`src/rtl/fbscan_pkg.sv`:
```
// Shared types for the framebuffer scan address generator.
// Assumes 8 bits per colour channel packed into one 32-bit word.
package fbscan_pkg;
    localparam int CH_W = 8;

    typedef struct packed {
        logic [CH_W-1:0] r;
        logic [CH_W-1:0] g;
        logic [CH_W-1:0] b;
    } rgb_t;

    // Unpack a memory word: top byte ignored, then red, green, blue.
    function automatic rgb_t word_to_rgb(input logic [31:0] w);
        rgb_t c;
        c.r = w[23:16];
        c.g = w[15:8];
        c.b = w[7:0];
        return c;
    endfunction
endpackage

```
`src/rtl/fbscan_regs.sv`:
```
// Register file: base (top BASE_BITS kept) and control (enable, rotate).
// Keeps a frame-active copy of base and rotate that is reloaded only when
// the frame-start coordinate is presented. Enable is used directly.
// Assumes a byte-addressed port where bits [REG_AW-1:2] select the word.
module fbscan_regs #(
    parameter int AW        = 32,
    parameter int BASE_BITS = 11,
    parameter int REG_AW    = 4
) (
    input  logic                 clk,
    input  logic                 rst_n,
    input  logic                 reg_we,
    input  logic [REG_AW-1:0]    reg_addr,
    input  logic [AW-1:0]        reg_wdata,
    output logic [AW-1:0]        reg_rdata,
    input  logic                 frame_start,
    output logic                 en,
    output logic [BASE_BITS-1:0] cur_base_hi,
    output logic                 cur_rot
);
    localparam int LOW_BITS = AW - BASE_BITS;
    localparam int IDX_W    = REG_AW - 2;
    localparam logic [IDX_W-1:0] IDX_BASE = IDX_W'(0);
    localparam logic [IDX_W-1:0] IDX_CTRL = IDX_W'(1);

    logic [BASE_BITS-1:0] base_q;
    logic                 en_q;
    logic                 rot_q;
    logic [BASE_BITS-1:0] act_base;
    logic                 act_rot;
    logic [IDX_W-1:0]     idx;

    assign idx = reg_addr[REG_AW-1:2];

    // Software writes to the two registers; other indices are ignored.
    always_ff @(posedge clk) begin
        if (!rst_n) begin
            base_q <= '0;
            en_q   <= 1'b0;
            rot_q  <= 1'b0;
        end else if (reg_we) begin
            if (idx == IDX_BASE) base_q <= reg_wdata[AW-1 -: BASE_BITS];
            if (idx == IDX_CTRL) begin
                en_q  <= reg_wdata[0];
                rot_q <= reg_wdata[1];
            end
        end
    end

    // Frame-active copy reloads only at the frame-start coordinate.
    always_ff @(posedge clk) begin
        if (!rst_n) begin
            act_base <= '0;
            act_rot  <= 1'b0;
        end else if (frame_start) begin
            act_base <= base_q;
            act_rot  <= rot_q;
        end
    end

    // Frame-start pixel already uses the freshly staged values.
    always_comb begin
        cur_base_hi = frame_start ? base_q : act_base;
        cur_rot     = frame_start ? rot_q  : act_rot;
    end

    assign en = en_q;

    // Read mux: unused bits and unmapped indices read zero.
    always_comb begin
        reg_rdata = '0;
        if (idx == IDX_BASE) reg_rdata = {base_q, {LOW_BITS{1'b0}}};
        else if (idx == IDX_CTRL) reg_rdata = {{(AW-2){1'b0}}, rot_q, en_q};
    end

    a_r8_cfg_held: assert property (@(posedge clk) disable iff (!rst_n)
        !frame_start |=> ($stable(act_base) && $stable(act_rot)));
endmodule

```
`src/rtl/fbscan_addr.sv`:
```
// Address stage: maps a visible coordinate to a word byte address on a
// 2**PITCH_LOG2-word row pitch, mirroring both axes when rotation is set.
// Registers the request one cycle after the coordinate.
// Assumes coordinates are inside the visible area.
module fbscan_addr #(
    parameter int AW         = 32,
    parameter int BASE_BITS  = 11,
    parameter int H_ACT      = 640,
    parameter int V_ACT      = 480,
    parameter int PITCH_LOG2 = 10,
    parameter int COL_W      = 10,
    parameter int ROW_W      = 9
) (
    input  logic                 clk,
    input  logic                 rst_n,
    input  logic                 pix_valid,
    input  logic [COL_W-1:0]     pix_col,
    input  logic [ROW_W-1:0]     pix_row,
    input  logic                 en,
    input  logic [BASE_BITS-1:0] base_hi,
    input  logic                 rot,
    output logic                 mem_req,
    output logic [AW-1:0]        mem_addr
);
    localparam int OFS_W = AW - BASE_BITS;
    localparam logic [COL_W-1:0] COL_MAX = COL_W'(H_ACT - 1);
    localparam logic [ROW_W-1:0] ROW_MAX = ROW_W'(V_ACT - 1);

    logic [COL_W-1:0] col_e;
    logic [ROW_W-1:0] row_e;
    logic [OFS_W-1:0] word_idx;
    logic [OFS_W-1:0] byte_ofs;

    // Mirror both axes for the rotated picture.
    always_comb begin
        col_e    = rot ? (COL_MAX - pix_col) : pix_col;
        row_e    = rot ? (ROW_MAX - pix_row) : pix_row;
        word_idx = (OFS_W'(row_e) << PITCH_LOG2) + OFS_W'(col_e);
        byte_ofs = word_idx << 2;
    end

    // Issue the request one cycle later, only while enabled.
    always_ff @(posedge clk) begin
        if (!rst_n) begin
            mem_req  <= 1'b0;
            mem_addr <= '0;
        end else begin
            mem_req <= pix_valid && en;
            if (pix_valid && en) mem_addr <= {base_hi, byte_ofs};
        end
    end

    a_r3_req_follows_pixel: assert property (@(posedge clk) disable iff (!rst_n)
        mem_req |-> $past(pix_valid));
    a_r3_col_in_range: assert property (@(posedge clk) disable iff (!rst_n)
        mem_req |-> (mem_addr[COL_W+1:2] <= COL_MAX));
    a_r4_row_in_range: assert property (@(posedge clk) disable iff (!rst_n)
        mem_req |-> (mem_addr[PITCH_LOG2+ROW_W+1:PITCH_LOG2+2] <= ROW_MAX));
endmodule

```
`src/rtl/fbscan_pipe.sv`:
```
// Return pipeline: carries valid and enable for each pixel RD_LAT+1
// stages, then captures the returned word as colours, or black if the
// pixel was presented while disabled. Assumes RD_LAT >= 1.
module fbscan_pipe
    import fbscan_pkg::*;
#(
    parameter int AW     = 32,
    parameter int RD_LAT = 2
) (
    input  logic          clk,
    input  logic          rst_n,
    input  logic          pix_valid,
    input  logic          en,
    input  logic [AW-1:0] mem_rdata,
    output logic          rgb_valid,
    output rgb_t          rgb
);
    logic [RD_LAT:0] v_sh;
    logic [RD_LAT:0] e_sh;

    // First stage: aligned with the request cycle.
    always_ff @(posedge clk) begin
        if (!rst_n) begin
            v_sh[0] <= 1'b0;
            e_sh[0] <= 1'b0;
        end else begin
            v_sh[0] <= pix_valid;
            e_sh[0] <= en;
        end
    end

    // Delay stages to the cycle the memory word arrives.
    for (genvar i = 1; i <= RD_LAT; i++) begin : g_stage
        always_ff @(posedge clk) begin
            if (!rst_n) begin
                v_sh[i] <= 1'b0;
                e_sh[i] <= 1'b0;
            end else begin
                v_sh[i] <= v_sh[i-1];
                e_sh[i] <= e_sh[i-1];
            end
        end
    end

    // Capture colours, forcing black for disabled pixels.
    always_ff @(posedge clk) begin
        if (!rst_n) begin
            rgb_valid <= 1'b0;
            rgb       <= '0;
        end else begin
            rgb_valid <= v_sh[RD_LAT];
            if (v_sh[RD_LAT]) rgb <= e_sh[RD_LAT] ? word_to_rgb(mem_rdata) : '0;
        end
    end

    a_r6_black_when_off: assert property (@(posedge clk) disable iff (!rst_n)
        (v_sh[RD_LAT] && !e_sh[RD_LAT]) |=> (rgb == '0));
endmodule

```
`src/rtl/fbscan_top.sv`:
```
// Framebuffer scan address generator top: registers, address stage and
// return pipeline. Assumes the memory returns each word exactly RD_LAT
// cycles after its request and the timing source only presents visible
// coordinates.
module fbscan_top
    import fbscan_pkg::*;
#(
    parameter int AW         = 32,
    parameter int BASE_BITS  = 11,
    parameter int REG_AW     = 4,
    parameter int H_ACT      = 640,
    parameter int V_ACT      = 480,
    parameter int PITCH_LOG2 = 10,
    parameter int COL_W      = 10,
    parameter int ROW_W      = 9,
    parameter int RD_LAT     = 2
) (
    input  logic              clk,
    input  logic              rst_n,
    input  logic              reg_we,
    input  logic [REG_AW-1:0] reg_addr,
    input  logic [AW-1:0]     reg_wdata,
    output logic [AW-1:0]     reg_rdata,
    input  logic              pix_valid,
    input  logic [COL_W-1:0]  pix_col,
    input  logic [ROW_W-1:0]  pix_row,
    output logic              mem_req,
    output logic [AW-1:0]     mem_addr,
    input  logic [AW-1:0]     mem_rdata,
    output logic              rgb_valid,
    output logic [CH_W-1:0]   red,
    output logic [CH_W-1:0]   green,
    output logic [CH_W-1:0]   blue
);
    localparam int TOT_LAT = RD_LAT + 2;

    logic                 frame_start;
    logic                 en;
    logic [BASE_BITS-1:0] cur_base_hi;
    logic                 cur_rot;
    rgb_t                 rgb;

    // Frame boundary: the top-left coordinate is presented.
    assign frame_start = pix_valid && (pix_col == '0) && (pix_row == '0);

    fbscan_regs #(.AW(AW), .BASE_BITS(BASE_BITS), .REG_AW(REG_AW)) u_regs (
        .clk(clk), .rst_n(rst_n), .reg_we(reg_we), .reg_addr(reg_addr),
        .reg_wdata(reg_wdata), .reg_rdata(reg_rdata), .frame_start(frame_start),
        .en(en), .cur_base_hi(cur_base_hi), .cur_rot(cur_rot)
    );

    fbscan_addr #(.AW(AW), .BASE_BITS(BASE_BITS), .H_ACT(H_ACT), .V_ACT(V_ACT),
                  .PITCH_LOG2(PITCH_LOG2), .COL_W(COL_W), .ROW_W(ROW_W)) u_addr (
        .clk(clk), .rst_n(rst_n), .pix_valid(pix_valid), .pix_col(pix_col),
        .pix_row(pix_row), .en(en), .base_hi(cur_base_hi), .rot(cur_rot),
        .mem_req(mem_req), .mem_addr(mem_addr)
    );

    fbscan_pipe #(.AW(AW), .RD_LAT(RD_LAT)) u_pipe (
        .clk(clk), .rst_n(rst_n), .pix_valid(pix_valid), .en(en),
        .mem_rdata(mem_rdata), .rgb_valid(rgb_valid), .rgb(rgb)
    );

    assign red   = rgb.r;
    assign green = rgb.g;
    assign blue  = rgb.b;

    a_r6_no_req_when_off: assert property (@(posedge clk) disable iff (!rst_n)
        mem_req |-> $past(en));
    a_r9_out_follows_in: assert property (@(posedge clk) disable iff (!rst_n)
        rgb_valid |-> $past(pix_valid, TOT_LAT));
endmodule

```
`config.mk`:
```
export PLATFORM = sky130hd
export DESIGN_NAME = fbscan_top
export DESIGN_NICKNAME = d
export VERILOG_FILES = /design/src/rtl/fbscan_pkg.sv /design/src/rtl/fbscan_regs.sv /design/src/rtl/fbscan_addr.sv /design/src/rtl/fbscan_pipe.sv /design/src/rtl/fbscan_top.sv
export SDC_FILE = /design/constraint.sdc
export NUM_CORES = 1
export LEC_CHECK = 0
export BUFFER_PORTS_ARGS = -buffer_cell sky130_fd_sc_hd__buf_4
export CAP_MARGIN = 15
export CORE_MARGIN = 4
export CORE_UTILIZATION = 50
export CTS_BUF_LIST = sky130_fd_sc_hd__clkbuf_16
export CTS_CLUSTER_SIZE = 16
export DETAILED_ROUTE_END_ITERATION = 8
export GPL_TIMING_DRIVEN = 0
export PLACE_DENSITY_LB_ADDON = 0.08
export SLEW_MARGIN = 20
export SYNTH_ARGS = -nofsm -noshare
export SYNTH_HDL_FRONTEND = slang
export SYNTH_HIERARCHICAL = 1
export SYNTH_SLANG_ARGS = --single-unit
```
`constraint.sdc`:
```
create_clock -name clk -period 3.9 [get_ports clk]
set_input_delay 0 -clock clk [delete_from_list [all_inputs] [get_ports clk]]
set_output_delay 0 -clock clk [all_outputs]
set_load 0.005 [all_outputs]
```
=== Word-level counts from Yosys, hierarchy flattened ===
Cells that the tools add are included.

* Bits in registers: 87
* Logic and storage cells: 36

* Add/sub/neg operators: 3
* Eq/ne operators: 1
* Mux-type cells: 7
* Reduce and logical (&&, ||, !) cells: 8

{| class="wikitable"
|+ Operator list
! kind !! number
|-
| $mux W32 || 1
|-
| $mux W24 || 1
|-
| $add A19 B10 Y19 || 1
|-
| $mux W11 || 1
|-
| $logic_not A10 Y1 || 1
|-
| $mux W10 || 1
|-
| $sub A10 B10 Y10 const A || 1
|-
| $logic_not A9 Y1 || 1
|-
| $mux W9 || 1
|-
| $sub A9 B9 Y9 const A || 1
|-
| $reduce_and A2 Y1 || 2
|-
| $logic_and A1 B1 Y1 || 3
|-
| $eq A2 B1 Y1 const B || 1
|-
| $logic_not A2 Y1 || 1
|-
| $mux W2 || 1
|-
| $mux W1 || 1
|}

=== Longest topological paths before layout ===
Gate-level depths: netlist of run 1.

* Depth in word-level cells: 6
* Depth in mapped cells: 9

=== Cells and area by module ===
The synthesis of run 1 kept the hierarchy.

{| class="wikitable"
|+ By module, submodules not included
! module !! times used !! cells each !! area each (um^2) !! seq. area each (um^2)
|-
| fbscan_addr || 1 || 148 || 1318.8 || 620.6
|-
| fbscan_regs || 1 || 131 || 1280.0 || 500.5
|-
| fbscan_pipe || 1 || 121 || 1137.3 || 620.6
|-
| fbscan_top || 1 || 8 || 52.6 || 0.0
|}

=== Worst setup path before layout of run 1 ===
No wires, ideal clock.

* Path kind: input port to flip-flop
* Start point: input port pix_row[7]
* End point: register u_addr.mem_addr[19]
* Setup time: 0.086 ns
* Data arrival time: 1.676 ns
* Slack: 2.139 ns
* Cell stages on the path: 9
* Buffers on the path: 2
* Path through: nor4_1 nand3_1 nor2_1 buf_6 mux2_4 buf_6 and2b_1 xnor2_1 a211oi_1

* Longest elaborated chain between the ends: 5
* Elaborated cells between the ends (all ways): 7
* Classes of those cells: add/sub (2); mux (3); reduce/logical (2)

{| class="wikitable"
|+ RTL lines
! element !! line !! RTL
|-
| start, declared || fbscan_top.sv:26 || <nowiki>input logic [ROW_W-1:0] pix_row,</nowiki>
|-
| $logic_not A9 Y1 (*) || fbscan_top.sv:44 || <nowiki>assign frame_start = pix_valid && (pix_col == '0) && (pix_row == '0);</nowiki>
|-
| $logic_and A1 B1 Y1 (*) || fbscan_top.sv:44 ||
|-
| via frame_start || fbscan_top.sv:37 || <nowiki>logic frame_start;</nowiki>
|-
| $mux W1 (*) || fbscan_regs.sv:64 || <nowiki>cur_rot = frame_start ? rot_q : act_rot;</nowiki>
|-
| via cur_rot || fbscan_top.sv:40 || <nowiki>logic cur_rot;</nowiki>
|-
| $mux W9 or $mux W10 (tied branches) || fbscan_addr.sv:37, fbscan_addr.sv:36 ||
|-
| $add A19 B10 Y19 (*) || fbscan_addr.sv:38 || <nowiki>word_idx = (OFS_W'(row_e) << PITCH_LOG2) + OFS_W'(col_e);</nowiki>
|-
| end signal, assigned || fbscan_addr.sv:49 || <nowiki>if (pix_valid && en) mem_addr <= {base_hi, byte_ofs};</nowiki>
|-
| end, declared || fbscan_addr.sv:23 || <nowiki>output logic [AW-1:0] mem_addr</nowiki>
|}

The timed path passes the listed nets; every way through them passes the cells marked *.
A chain may end at the register's enable or synchronous reset.

=== Final worst setup path of run 1 ===
* Start point: input port pix_row[3]
* End point: register u_addr.mem_addr[16]

The elaborated chain is that of the path after synthesis.

==> results of run 1 <==
## metrics by stage
stage	cells	hold slack, ns	util [%]
2_1_floorplan	427	0.127	-
3_3_place_gp	656	0.246	68.0
3_5_place_dp	656	0.248	68.0
4_1_cts	725	0.00494	78.9
5_1_grt	725	0.00966	78.9
6_report	725	0.0279	78.9
## power by group
| part | leakage (nW) | internal (mW) | switching (mW) |
|---|---|---|---|
| sequential | 0.703 | 0.900 | 0.00720 |
| clock | 0.127 | 0.419 | 0.321 |
| combinational | 1.71 | 0.125 | 0.0837 |
## final timing paths
check	slack [ns]	start	end
worst max register to register	2.53	u_regs/rot_q	u_addr/mem_addr[16]
worst min register to register	0.43	u_pipe/v_sh[1]	u_pipe/v_sh[2]
worst max-delay path	1.39	pix_row[3]	u_addr/mem_addr[16]
worst min-delay path	0.03	pix_row[7]	u_addr/mem_addr[19]
## worst max-delay path, cell delays in order
cell and delay, ns:
dlygate4sd3_1 0.54, buf_4 0.14, nor4_1 0.39, nand3_1 0.12, nor2_1 0.30, buf_6 0.23, mux2_4 0.32, buf_6 0.15
buf_12 0.15, xnor2_1 0.12, a211oi_1 0.26
## final cells by class
cell class | instances | share of cell area (%)
buffer | 49 | 6.32
clock buffer | 9 | 3.91
clock inverter | 6 | 0.543
inverter | 4 | 0.261
multi-input combinational | 287 | 30.2
sequential | 87 | 30.3
tap | 99 | 2.15
timing repair buffer | 184 | 26.3
## layer usage
layer / part of all wire, % / global-route usage (%) / vias to the layer above
li1: - / - / 1729
met1: 41 / 25.5 / 1571
met2: 49 / 39.8 / 136
met3: 7.3 / 5.21 / 17
met4: 1.9 / 7.81 / 0
met5: 0 / 0 / -
## flip-flops by register name, summed over array words and instances (netlist names)
| signal | count |
|---|---|
| u_addr/mem_addr | 30 |
| u_pipe/rgb | 24 |
| u_regs/act_base | 11 |
| u_regs/base_q | 11 |
| u_pipe/e_sh | 3 |
| u_pipe/v_sh | 3 |
| u_addr/mem_req | 1 |
| u_pipe/rgb_valid | 1 |
| u_regs/act_rot | 1 |
| u_regs/en | 1 |
| u_regs/rot_q | 1 |
## Yosys cell counts, drive strengths merged
master  instances
buf            43
nand2          80
mux2           12
xnor2          13
ha              2
mux2i          15
a211oi         17
nand3           2
inv             4
nor3b           1
and2b           1
nor4            4
nor3            1
and2           31
and3b           3
clkbuf          6
dfxtp          87
nand3b         24
nor2           19
and4            1
a21oi          13
xor2            1
o21ai          25
nor4b           1
conb            2
## cell families (layout without fill, tap and decap cells)
group | after synthesis | after routing | synth area share (%)
flops | 87 | 87 | 46.0
xor+xnor | 14 | 14 | 3.24
buf+inv | 53 | 252 | 10.0
other cells | 2 | 21 | 0.198
mux | 27 | 27 | 8.52
simple gates | 168 | 168 | 22.7
fa+ha+maj | 2 | 2 | 0.660
compound gates | 55 | 55 | 8.69
==> summary.md, run 1 <==
| Metric | Value |
|---|---|
| Status | `completed` |
| Syn_area_per_cell | `9.29 um^2` |
| Sequential-to-total area share from yosys stat | `46.0%` |
| Setup_tns | `0 ns` |
| Crit path launch type | `input port` |
| Antenna cells | `0` |
| Crit Path Max Fanout | `10` |
| Syn. warnings | `6` |
| Register area | `about 0.0017 mm^2` |
| Clock Tree Buf Depth | `2` |
| Clk Tree Root Cell | `clkbuf_16` |
| DRC errors left | `0` |
| Number of global-route vias before repair | `3340` |
| Core area | `0.00729 mm^2` |
| Total Wirelength | `between 9000 and 10000 um` |
| Total global-route track usage | `22.1%` |
| Multi-input logic area | `around 0.0017 mm^2` |
| Worst EP required | `4.13 ns` |
| Final hold violations | `0` |
| Initial DRT Pass Iterations | `4` |
| # setup viols final | `0` |
| Routed WL per cell | `13.7 um` |
| Starting Density | `52.0%` |
| Largest net degree at the start of global routing | `14` |
| Slew Viols, Final | `0` |
| H-tree depth | `3` |
| Hold crit path type | `input port to flop` |
| Worst EP arrival | `2.73 ns` |
| First-pass GRT wire length | `between 15000 and 20000 um` |
| Routed Antenna Nets | `0` |
| Placed cell areas | `just under 0.005 mm^2` |
| Die X | `95.0 um` |
| Power Total | `1.86 mW` |
| Num rows | `31` |
| Synthesized instance count | `slightly above 400` |
| Largest area contributor in the netlist | `dfxtp_1` |
| Commonest non-fill, non-tap cell in the layout | `buf_4` |
| Post-CTS Hold Fix Bufs | `54` |
| Initial DRC count | `between 90 and 100` |
| Leakage Power | `2.54 nW` |
| Skew-Pair Late Insertion Delay | `0.32 ns` |
| Filler instances | `492` |
| CP Capture Type | `flop` |
| Post-cts gate resize count | `0` |
| Max-cap viol count | `0` |
| Pwr/cell area | `322 mW/mm^2` |
| Largest cells by area after synthesis | `dfxtp_1, nand2_1, and2_1` |
| Num CTS Buffers | `9` |
| CTS sink count | `87` |
| Place WS | `1.72 ns` |
| Period minus WS final | `2.51 ns` |
| Hold Path Stages | `3` |
| Vias | `approximately 3.5k` |
| Skew final | `between 0.005 and 0.006 ns` |
| Tcrit/Tclk final | `64.2%` |
| I/O Buffers | `between 100 and 150` |
| Yosys reg bits | `87` |
| Post-route cell area | `0.00576 mm^2` |
| RSZ-0062 raised after global routing | `false` |
| Die H | `between 90 and 100 um` |
| Nets | `715` |
| DR vias/cell | `4.76` |
| Grt total ovfl | `0` |
| Cell depth of the worst flop-to-flop path | `5` |
| Final HPWL from detailed placement | `6660 um` |
| Commonest non-fill, non-tap cells in the layout | `buf_4, dfxtp_1, nand2_1, dlygate4sd3_1, and2_1` |
| Post-route setup slack | `1.39 ns` |
| Maximum vdd drop | `0.000266 V` |
| Routability Congestion | `just over 0.8` |
| Clk pin slew, worst setup/hold paths | `0.06 ns` |
| Fmax | `0.399 GHz` |
| Area grow syn2layout | `51.9%` |
| Kind of critical path | `input port to flop` |
| Layout cells sized above 1 | `32.6%` |
| Area share of the largest cell type after synthesis | `46.0%` |
| Syn Std Cell Area | `~0.0038 mm^2` |
| Post-synth cell types | `33` |
| Initial antenna violation count | `0` |
| Die Area | `0.00903 mm^2` |
| Post-CTS Setup Inserts | `0` |
| # IOs | `~180` |
| TritonCTS clock tree | `built` |
Note: power is estimated with default switching activity, not from simulation.
==> inputs of run 2 (changes only) <==
Settings changed: ABC_AREA set to 1, CORE_UTILIZATION 50 to 42.
Clock period 3.9 ns to 2.1 ns, I/O delays scaled along.
==> summary.md, run 2 <==
| Metric | Value |
|---|---|
| Status | `finished, violations left` |
| Failing checks | `hold timing` |
| Die Area | `~0.011 mm^2` |
| Net load switching power | `0.859 mW` |
| Largest area contributor in the netlist | `dfxtp_1` |
| Num rows | `34` |
| Routability Congestion | `0.783` |
| Reg2Reg Setup Slack | `around 0.98 ns` |
| Pwr/cell area | `636 mW/mm^2` |
| Skew-Pair Late Insertion Delay | `0.33 ns` |
| Dpl cells | `between 700 and 800` |
| Largest net degree at the start of global routing | `16` |
| Skew final | `0.00880 ns` |
| Most frequent cells after synthesis | `nand2_1, dfxtp_1, nor2_1` |
| Area share of the largest cell type after synthesis | `44.8%` |
| Multi-input logic area | `approximately 0.0016 mm^2` |
| Initial antenna violation count | `0` |
| Leakage Power | `2.77 nW` |
| Largest cells by area after synthesis | `dfxtp_1, nand2_1, nor2_1` |
| Num CTS Buffers | `9` |
| Vias | `3715` |
| Layout cells sized above 1 | `a little under a third` |
| # setup viols final | `0` |
| Ys flop type | `dfxtp_1` |
| Post-CTS Setup Inserts | `0` |
| Hold crit path type | `input port to flop` |
| Clk Tree Root Cell | `clkbuf_16` |
| Sequential Power Share | `between 40% and 50%` |
| Clock share of power | `41.9%` |
| Core area | `0.00885 mm^2` |
| Kind of critical path | `input port to flop` |
| Max-cap viol count | `0` |
| Final hold violations | `1` |
| Worst EP arrival | `2.15 ns` |
| Die H | `approximately 100 um` |
| Sw Share | `23.0%` |
| Area grow syn2layout | `51.0%` |
| Synthesized instance count | `between 500 and 600` |
| Fmax | `0.518 GHz` |
| Total global-route track usage | `18.6%` |
| Routed Antenna Nets | `0` |
| Crit Path Max Fanout | `10` |
| First-pass GRT wire length | `17100 um` |
| Routed WL per cell | `roughly 12 um` |
| Syn_area_per_cell | `between 7 and 8 um^2` |
| Yosys reg bits | `just under 90` |
| EDFF count, synth | `0` |
| DRC errors left | `0` |
| Initial DRT Pass Iterations | `4` |
| Commonest non-fill, non-tap cells in the layout | `buf_4, nand2_1, dfxtp_1, nor2_1` |
| TritonCTS clock tree | `built` |
| Worst R2R Start | `u_regs/en` |
| Register area | `0.00174 mm^2` |
| Logic pwr share | `12.2%` |
| Worst EP required | `between 2 and 2.5 ns` |
| CP Capture Type | `flop` |
| Most frequent cell after synthesis | `nand2_1` |
| Largest regs | `u_addr/mem_addr x30, u_pipe/rgb x24` |
| Worst hold margin | `-0.000689 ns` |
| Post-synth cell types | `28` |
| Setup crit end | `u_addr/mem_addr[5]` |
| Total Wirelength | `9850 um` |
| Post-route setup slack | `0.171 ns` |
| Place WS | `around 0.35 ns` |
| Crit. Startpoint | `pix_col[3]` |
| # IOs | `181` |
| Critical R2R Capture | `u_addr/mem_addr[20]` |
| Antenna cells | `0` |
| Internal cell power | `between 2 and 3 mW` |
| Cell depth of the worst flop-to-flop path | `6` |
| H-tree depth | `3` |
| Number of global-route vias before repair | `approximately 3.7k` |
| Die X | `about 100 um` |
| CTS sink count | `between 80 and 90` |
| Async SR Flop Fraction | `0%` |
| Slew Viols, Final | `0` |
| Max reg flops | `30` |
| Grt total ovfl | `0` |
| Nets | `slightly above 800` |
| Largest register by flop count | `u_addr/mem_addr` |
| Starting Density | `43.9%` |
| Filler instances | `765` |
| Commonest non-fill, non-tap cell in the layout | `buf_4` |
| I/O Buffers | `130` |
| Sequential-to-total area share from yosys stat | `44.8%` |
| Maximum vdd drop | `0.000538 V` |
| Final HPWL from detailed placement | `7160 um` |
| Clock Tree Buf Depth | `2` |
| Syn Std Cell Area | `0.00388 mm^2` |
| Syn. warnings | `6` |
| Tcrit/Tclk final | `91.9%` |
| Setup_tns | `0 ns` |
| Period minus WS final | `~1.9 ns` |
| DR vias/cell | `4.48` |
| Crit path launch type | `input port` |
| Initial DRC count | `115` |
| Fin cells | `830` |
| Clk pin slew, worst setup/hold paths | `0.07 ns` |
## run 2: cell count changes after synthesis, sizes merged, moves of 12 or more
cell	previous run	this run
a211oi	17	0
and2	31	1
inv	4	53
nand3	2	40
mux2	12	0
a21oi	13	63
mux2i	15	0
nand2	80	95
nand3b	24	0
nor2	19	68
## run 2: routing by layer
layer | vias to the layer above | global-route usage [%] | wire length (um) | part of all wire, %
li1 | 1970 | - | - | -
met1 | 1624 | 22.1 | 4330 | 44
met2 | 108 | 32.9 | 4770 | 48
met3 | 13 | 5.21 | 585 | 5.9
met4 | 0 | 4.94 | 160 | 1.6
met5 | - | 0 | 0 | 0
## run 2: kinds of logic after synthesis
family / Yosys count / share of synthesized area, %
AOI/OAI and AO/OA: 93 / 13.5
xor gates and xnor gates: 14 / 3.16
adders and majority gates: 2 / 0.644
buffers and inverters: 104 / 15.8
DFF: 87 / 44.8
other: 2 / 0.193
and+or+nand+nor: 205 / 21.9
## run 2: through the flow
stage	cell area, um^2	util (%)	power, mW
6_report	5870	66.3	3.73
5_1_grt	5870	66.3	3.88
4_1_cts	5860	66.3	3.76
3_5_place_dp	5070	57.3	2.13
3_3_place_gp	5070	57.3	2.12
2_1_floorplan	3960	-	1.94
## run 2: final cells by class
class                           instances  share of cell area (%)
Inverter                               53                    3.48
Clock inverter                          7                    1.22
Tap cell                              108                    2.30
Timing Repair Buffer                  180                    25.2
Multi-Input combinational cell        335                    27.3
Sequential cell                        87                    29.7
Buffer                                 51                    6.98
Clock buffer                            9                    3.84
## run 2: critical path, cell delays in order
cell and delay (ns):
dlygate4sd3_1 0.56, buf_4 0.15, nor2_1 0.09, and2_1 0.13, nand3_1 0.08, nor2_2 0.18, inv_1 0.09, buf_2 0.19
nand2_1 0.09, nand2_1 0.06, buf_6 0.14, buf_12 0.15, xnor2_1 0.16, a21oi_1 0.08
## run 2: worst min-delay path by stage
stage                     endpoint     startpoint  cells after the start
6_report          u_regs/base_q[8]  reg_wdata[29]                      5
5_1_grt        u_addr/mem_addr[18]     pix_row[6]                      5
3_5_place_dp             u_regs/en   reg_wdata[0]                      3
4_1_cts           u_regs/base_q[1]  reg_wdata[22]                      5
2_1_floorplan       u_pipe/v_sh[0]      pix_valid                      2
3_3_place_gp             u_regs/en   reg_wdata[0]                      3
## run 2: timing repair
action / in CTS / in global routing
resized for setup: 0 / 1
hold endpoints to repair: 50 / 0
endpoints found under the setup margin: 0 / 12
hold buffers: 50 / 0
## run 2: power by group through the flow
stage,clock network [mW],registers [mW],logic (mW)
after CTS,1.60,1.71,0.454
after global placement,0,1.75,0.374
after floorplan,0,1.75,0.195
after detailed placement,0,1.75,0.378
final,1.57,1.71,0.455
after global routing,1.65,1.72,0.508
